--- src/rtl/tinv_pkg.sv ---
package tinv_pkg;

    typedef enum logic {
        TI_IDLE = 1'b0,
        TI_SEND = 1'b1
    } tinv_mode_e;

endpackage

--- src/rtl/tinv_trans_count.sv ---
module tinv_trans_count #(
    parameter int W = 8,
    localparam int CW = $clog2(W + 1)
) (
    input  logic [W-1:0]  word_i,
    input  logic          ref_bit_i,
    output logic [W-1:0]  trans_o,
    output logic [CW-1:0] count_o
);

    // serial order is MSB first: bit W-1 follows the previous word's bit 0
    assign trans_o[W-1] = word_i[W-1] ^ ref_bit_i;

    for (genvar g = 0; g < W - 1; g++) begin : g_pair
        assign trans_o[g] = word_i[g] ^ word_i[g+1];
    end

    always_comb begin
        count_o = '0;
        for (int i = 0; i < W; i++) begin
            count_o = count_o + CW'(trans_o[i]);
        end
    end

endmodule

--- src/rtl/tinv_decide.sv ---
module tinv_decide #(
    parameter int W = 8,
    localparam int CW = $clog2(W + 1)
) (
    input  logic [CW-1:0] count_i,
    output logic          invert_o
);

    localparam logic [CW-1:0] HALF = CW'(W / 2);

    // strict comparison: a count of exactly half keeps the plain pattern
    assign invert_o = (count_i > HALF);

endmodule

--- src/rtl/tinv_level_map.sv ---
module tinv_level_map #(
    parameter int W = 8
) (
    input  logic [W-1:0] trans_i,
    input  logic         invert_i,
    input  logic         enc_prev_i,
    output logic [W-1:0] enc_o
);

    always_comb begin
        logic run;
        run = enc_prev_i;
        for (int i = W - 1; i >= 0; i--) begin
            run      = run ^ trans_i[i] ^ invert_i;
            enc_o[i] = run;
        end
    end

endmodule

--- src/rtl/tinv_serial_encoder.sv ---
module tinv_serial_encoder
    import tinv_pkg::*;
#(
    parameter int W = 8
) (
    input  logic         clk,
    input  logic         rst_n,
    input  logic         in_valid,
    output logic         in_ready,
    input  logic [W-1:0] in_word,
    output logic         ser_out,
    output logic         frame_start
);

    localparam int CW = $clog2(W + 1);

    typedef struct packed {
        tinv_mode_e    mode;
        logic [CW-1:0] cnt;
        logic [W-1:0]  shreg;
        logic          line;
        logic          start;
        logic          enc_prev;
        logic          data_prev;
    } enc_state_t;

    enc_state_t st_d, st_q;

    logic [W-1:0]  trans;
    logic [CW-1:0] tcount;
    logic          invert;
    logic [W-1:0]  enc;
    logic          accept;

    tinv_trans_count #(.W(W)) u_count (
        .word_i   (in_word),
        .ref_bit_i(st_q.data_prev),
        .trans_o  (trans),
        .count_o  (tcount)
    );

    tinv_decide #(.W(W)) u_decide (
        .count_i (tcount),
        .invert_o(invert)
    );

    tinv_level_map #(.W(W)) u_map (
        .trans_i   (trans),
        .invert_i  (invert),
        .enc_prev_i(st_q.enc_prev),
        .enc_o     (enc)
    );

    assign in_ready = (st_q.mode == TI_IDLE);
    assign accept   = in_valid && in_ready;

    always_comb begin
        st_d = st_q;
        if (accept) begin
            st_d.mode      = TI_SEND;
            st_d.cnt       = CW'(W);
            st_d.shreg     = enc;
            st_d.line      = invert;
            st_d.start     = 1'b1;
            st_d.enc_prev  = enc[0];
            st_d.data_prev = in_word[0];
        end else if (st_q.mode == TI_SEND) begin
            st_d.start = 1'b0;
            if (st_q.cnt != '0) begin
                st_d.line  = st_q.shreg[W-1];
                st_d.shreg = st_q.shreg << 1;
                st_d.cnt   = st_q.cnt - CW'(1);
            end else begin
                st_d.mode = TI_IDLE;
            end
        end
    end

    always_ff @(posedge clk or negedge rst_n) begin
        if (!rst_n) begin
            st_q <= '{mode: TI_IDLE, cnt: '0, shreg: '0, line: 1'b0,
                      start: 1'b0, enc_prev: 1'b0, data_prev: 1'b0};
        end else begin
            st_q <= st_d;
        end
    end

    assign ser_out     = st_q.line;
    assign frame_start = st_q.start;

endmodule

--- config.mk ---
export PLATFORM = sky130hd
export DESIGN_NAME = tinv_serial_encoder
export DESIGN_NICKNAME = d
export VERILOG_FILES = /design/src/rtl/tinv_pkg.sv /design/src/rtl/tinv_trans_count.sv /design/src/rtl/tinv_decide.sv /design/src/rtl/tinv_level_map.sv /design/src/rtl/tinv_serial_encoder.sv
export SDC_FILE = /design/constraint.sdc
export NUM_CORES = 1
export LEC_CHECK = 0
export BUFFER_PORTS_ARGS = -buffer_cell sky130_fd_sc_hd__buf_2
export CORE_MARGIN = 3
export CORE_UTILIZATION = 30
export DETAILED_ROUTE_END_ITERATION = 10
export PLACE_DENSITY = 0.46
export SYNTH_ARGS = -nofsm -noshare
export SYNTH_HDL_FRONTEND = slang
export SYNTH_SLANG_ARGS = --single-unit
--- constraint.sdc ---
create_clock -name clk -period 6.47 [get_ports clk]
set_clock_uncertainty 0.2 [all_clocks]
set_input_delay 0.3235 -clock clk [delete_from_list [all_inputs] [get_ports clk]]
set_output_delay 0.3235 -clock clk [all_outputs]
set_load 0.005 [all_outputs]
==> flow_metrics.env <==
export IMPL_timing_final_crit_period_ns=3.908
export IMPL_grt_max_degree=18
export IMPL_final_common_cell="dfrtp_1"
export IMPL_synth_top_family_by_area="XOR/XNOR gates"
export IMPL_syn_area_um2=1089
export IMPL_wire_per_inst_um=12.60
export IMPL_slew_viol_final=0
export IMPL_post_route_period_util_pct=60.41
export IMPL_vias=777
export IMPL_crit_buf_inv=3
export IMPL_final_cell_mix="dfrtp_1, xnor2_1, buf_2"
export IMPL_grt_pass1_wl_um=3698
export IMPL_critPathMaxFanout=5
export IMPL_first_iter_violations=45
export IMPL_p_leak_nw=0.5529
export IMPL_ir_drop_uv=207.0
export IMPL_critPathSlowestCell="fa_1"
export IMPL_clk_latency_ns=0.29
export IMPL_diodes=0
export IMPL_synth_largest_area_cell="dfrtp_1"
export IMPL_wl_um=2092
export IMPL_cpLargestDelayFamily="adder cells"
export IMPL_post_route_cells_drive_above_1_share_pct=17.50
export IMPL_fmax_mhz=255.9
export IMPL_pwr_share_seq_pct=31.7
export IMPL_path_common_cell="fa_1"
export IMPL_cap_violations=0
export IMPL_critical_path_required_ns=6.46
export IMPL_coreArea_um2=3416
export IMPL_placed_area_um2=1204
export IMPL_rsz0062_at_grt="false"
export IMPL_die_w_um=66.24
export IMPL_internal_power_uw=345.9
export IMPL_cts_clk_slew_worst_paths_ns=0.10
export IMPL_place_congestion=0.7175
export IMPL_antenna_found_initial=0
export IMPL_synth_compound_area_share_pct=14.71
export IMPL_ant_nets=0
export IMPL_grt_usage_pct=10.88
export IMPL_cts_max_path_buffers=2
export IMPL_ys_seq_area_share_pct=39.08
export IMPL_hpwl_um=1690
export IMPL_r2r_start="st_q[0]"
export IMPL_sw_frac_of_total_pct=43.26
export IMPL_synth_adder_area_share_pct=11.95
export IMPL_row_count=21
export IMPL_nets=140
export IMPL_routed_via_density=4.681
export IMPL_yosysWarnings=0
export IMPL_relSlewSlack_pct=49.03
export IMPL_drc=0
export IMPL_crit_arrival_ns=3.90
export IMPL_switching_power_uw=263.7
export IMPL_timing_setup_tns_ns=0
export IMPL_yosys_register_bits=17
export IMPL_synth_area_leaders="dfrtp_1, xnor2_1, fa_1"
export IMPL_startpoint_type="primary input"
export IMPL_overflow=0
export IMPL_setup_viol=0
export IMPL_io_pins=14
export IMPL_grt_pass1_vias=800
export IMPL_nFillCells=367
export IMPL_p_comb_share_pct=58.9
export IMPL_ctsHtreeMaxLevel=1
export IMPL_cts_sinks=17
export IMPL_synthSimpleGateAreaFrac_pct=7.701
export IMPL_min_from="in_valid"
export IMPL_max_stage_delay_ns=0.53
export IMPL_end_kind="flop"
export IMPL_die_y_um=66.24
export IMPL_post_cts_buffers=0
export IMPL_crit_start="in_word[1]"
export IMPL_syn_num_nets=123
export IMPL_avgSynthCellArea_um2=10.47
export IMPL_synthXorXnorAreaFrac_pct=21.03
export IMPL_dr_pass1_iters=4
export IMPL_r2r_setup_slack_ns=3.01
export IMPL_synth_distinct_cells=25
export IMPL_synthDominantCellAreaShare_pct=39.08
export IMPL_critPathKind="primary input to flop"
export IMPL_syn_inst=104
export IMPL_outcome="completed"
export IMPL_worst_pin_slew_ns=0.7645
export IMPL_synthMuxAreaShare_pct=2.069
export IMPL_crit_path_cell_trace="buf_2 -> xor2_1 -> ha_1 -> inv_1 -> fa_1 -> fa_1 -> inv_1 -> fa_1 -> fa_1 -> nor2_1 -> o21ai_0 -> a21o_2 -> nor2b_1 -> a221o_1"
export IMPL_worstHoldPathType="primary input to flop"
export IMPL_tritoncts="built"
export IMPL_hold_viol=0
export IMPL_syn_to_final_growth_pct=14.02
export IMPL_port_buffers=13
export IMPL_dieArea_um2=4387
export IMPL_initial_core_util_pct=31.87
export IMPL_cts_root_buf="clkbuf_4"
export IMPL_fin_area_um2=1241
export IMPL_power_density_nw_per_um2=491.2
export IMPL_clkPwrFrac_pct=9.3
export IMPL_cts_buffers=3
==> timing repair <==
item | in CTS | in global routing
hold buffers | 1 | 0
gates resized for setup | 0 | 0
endpoints found under the setup margin | 0 | 0
endpoints found under the hold margin | 17 | 0
==> per-layer routing <==
metal  share of wire, %  vias to the layer above  global-route usage (%)
li1                   -                      385                       -
met1                 47                      384                   13.23
met2                 49                        8                   18.71
met3                3.6                        0                   4.422
met4                  0                        0                  0.7614
met5                  0                        -                       0
==> synthesized netlist by cell type <==
cell type	count
a21o_2	1
a21oi_1	1
a221o_1	1
a22oi_1	7
a32o_1	1
clkbuf_1	2
dfrtp_1	17
fa_1	4
ha_1	4
inv_1	8
mux2_2	2
nand2_1	4
nand2b_1	1
nand3_1	2
nor2_1	7
nor2b_1	2
nor3b_1	1
nor4_1	1
o21ai_0	8
o21ai_1	4
o21bai_1	1
o22ai_1	1
xnor2_1	14
xor2_1	9
xor2_4	1
==> cell families after synthesis <==
kind of cell,count (synthesis)
XOR/XNOR,24
AND/OR/NAND/NOR,18
AO/OA/AOI/OAI,25
buffers and inverters,10
adder cells (fa/ha/maj),8
multiplexers,2
flip-flops,17
==> worst reg2reg max path: stages (launching register included) <==
cell and delay (ns):
dfrtp_1 0.49, xnor2_1 0.20, fa_1 0.56, inv_1 0.06
fa_1 0.47, fa_1 0.49, nor2_1 0.14, o21ai_0 0.09
a21o_2 0.26, nor2b_1 0.14, a221o_1 0.26
==> final timing paths <==
path	end	cells after the start
worst max-delay path	ser_out	14
worst max register to register	ser_out	10
worst min-delay path	frame_start	3
min in group asynchronous	st_q[16]	2
worst min register to register	st_q[7]	2
max in group asynchronous	st_q[4]	2
==> registers in the layout, indices dropped and copies added (netlist names) <==
register and flops:
st_q 15, frame_start 1, ser_out 1
==> metrics by stage <==
stage	hold slack [ns]	setup WS, ns	power [mW]	utilization, %	instances
floorplan	-0.1721	2.557	0.4819	-	104
global placement	0.07359	2.318	0.5545	35.24	161
detailed placement	0.07565	2.215	0.5649	35.24	161
CTS	0.09603	2.544	0.6252	36.34	166
global route	0.1317	2.436	0.6780	36.34	166
finish	0.1047	2.562	0.6096	36.34	166
==> power groups by stage <==
stage               combinational (mW)  sequential [mW]  clock, mW
floorplan                        0.298            0.184          0
global placement                 0.359            0.195          0
detailed placement               0.368            0.197          0
CTS                              0.370            0.194     0.0611
global route                     0.412            0.201     0.0652
finish                           0.359            0.194     0.0569
==> layout make-up <==
| cell class | count | area (um2) | share of cell area [%] |
|---|---|---|---|
| Inverter | 8 | 30.03 | 2.419 |
| Clock inverter | 1 | 5.005 | 0.4032 |
| Sequential cell | 17 | 425.4 | 34.27 |
| Multi-Input combinational cell | 77 | 625.6 | 50.40 |
| Timing Repair Buffer | 14 | 75.07 | 6.048 |
| Clock buffer | 3 | 22.52 | 1.815 |
| Tap cell | 46 | 57.56 | 4.637 |
Note: power is estimated with default switching activity, not from simulation.
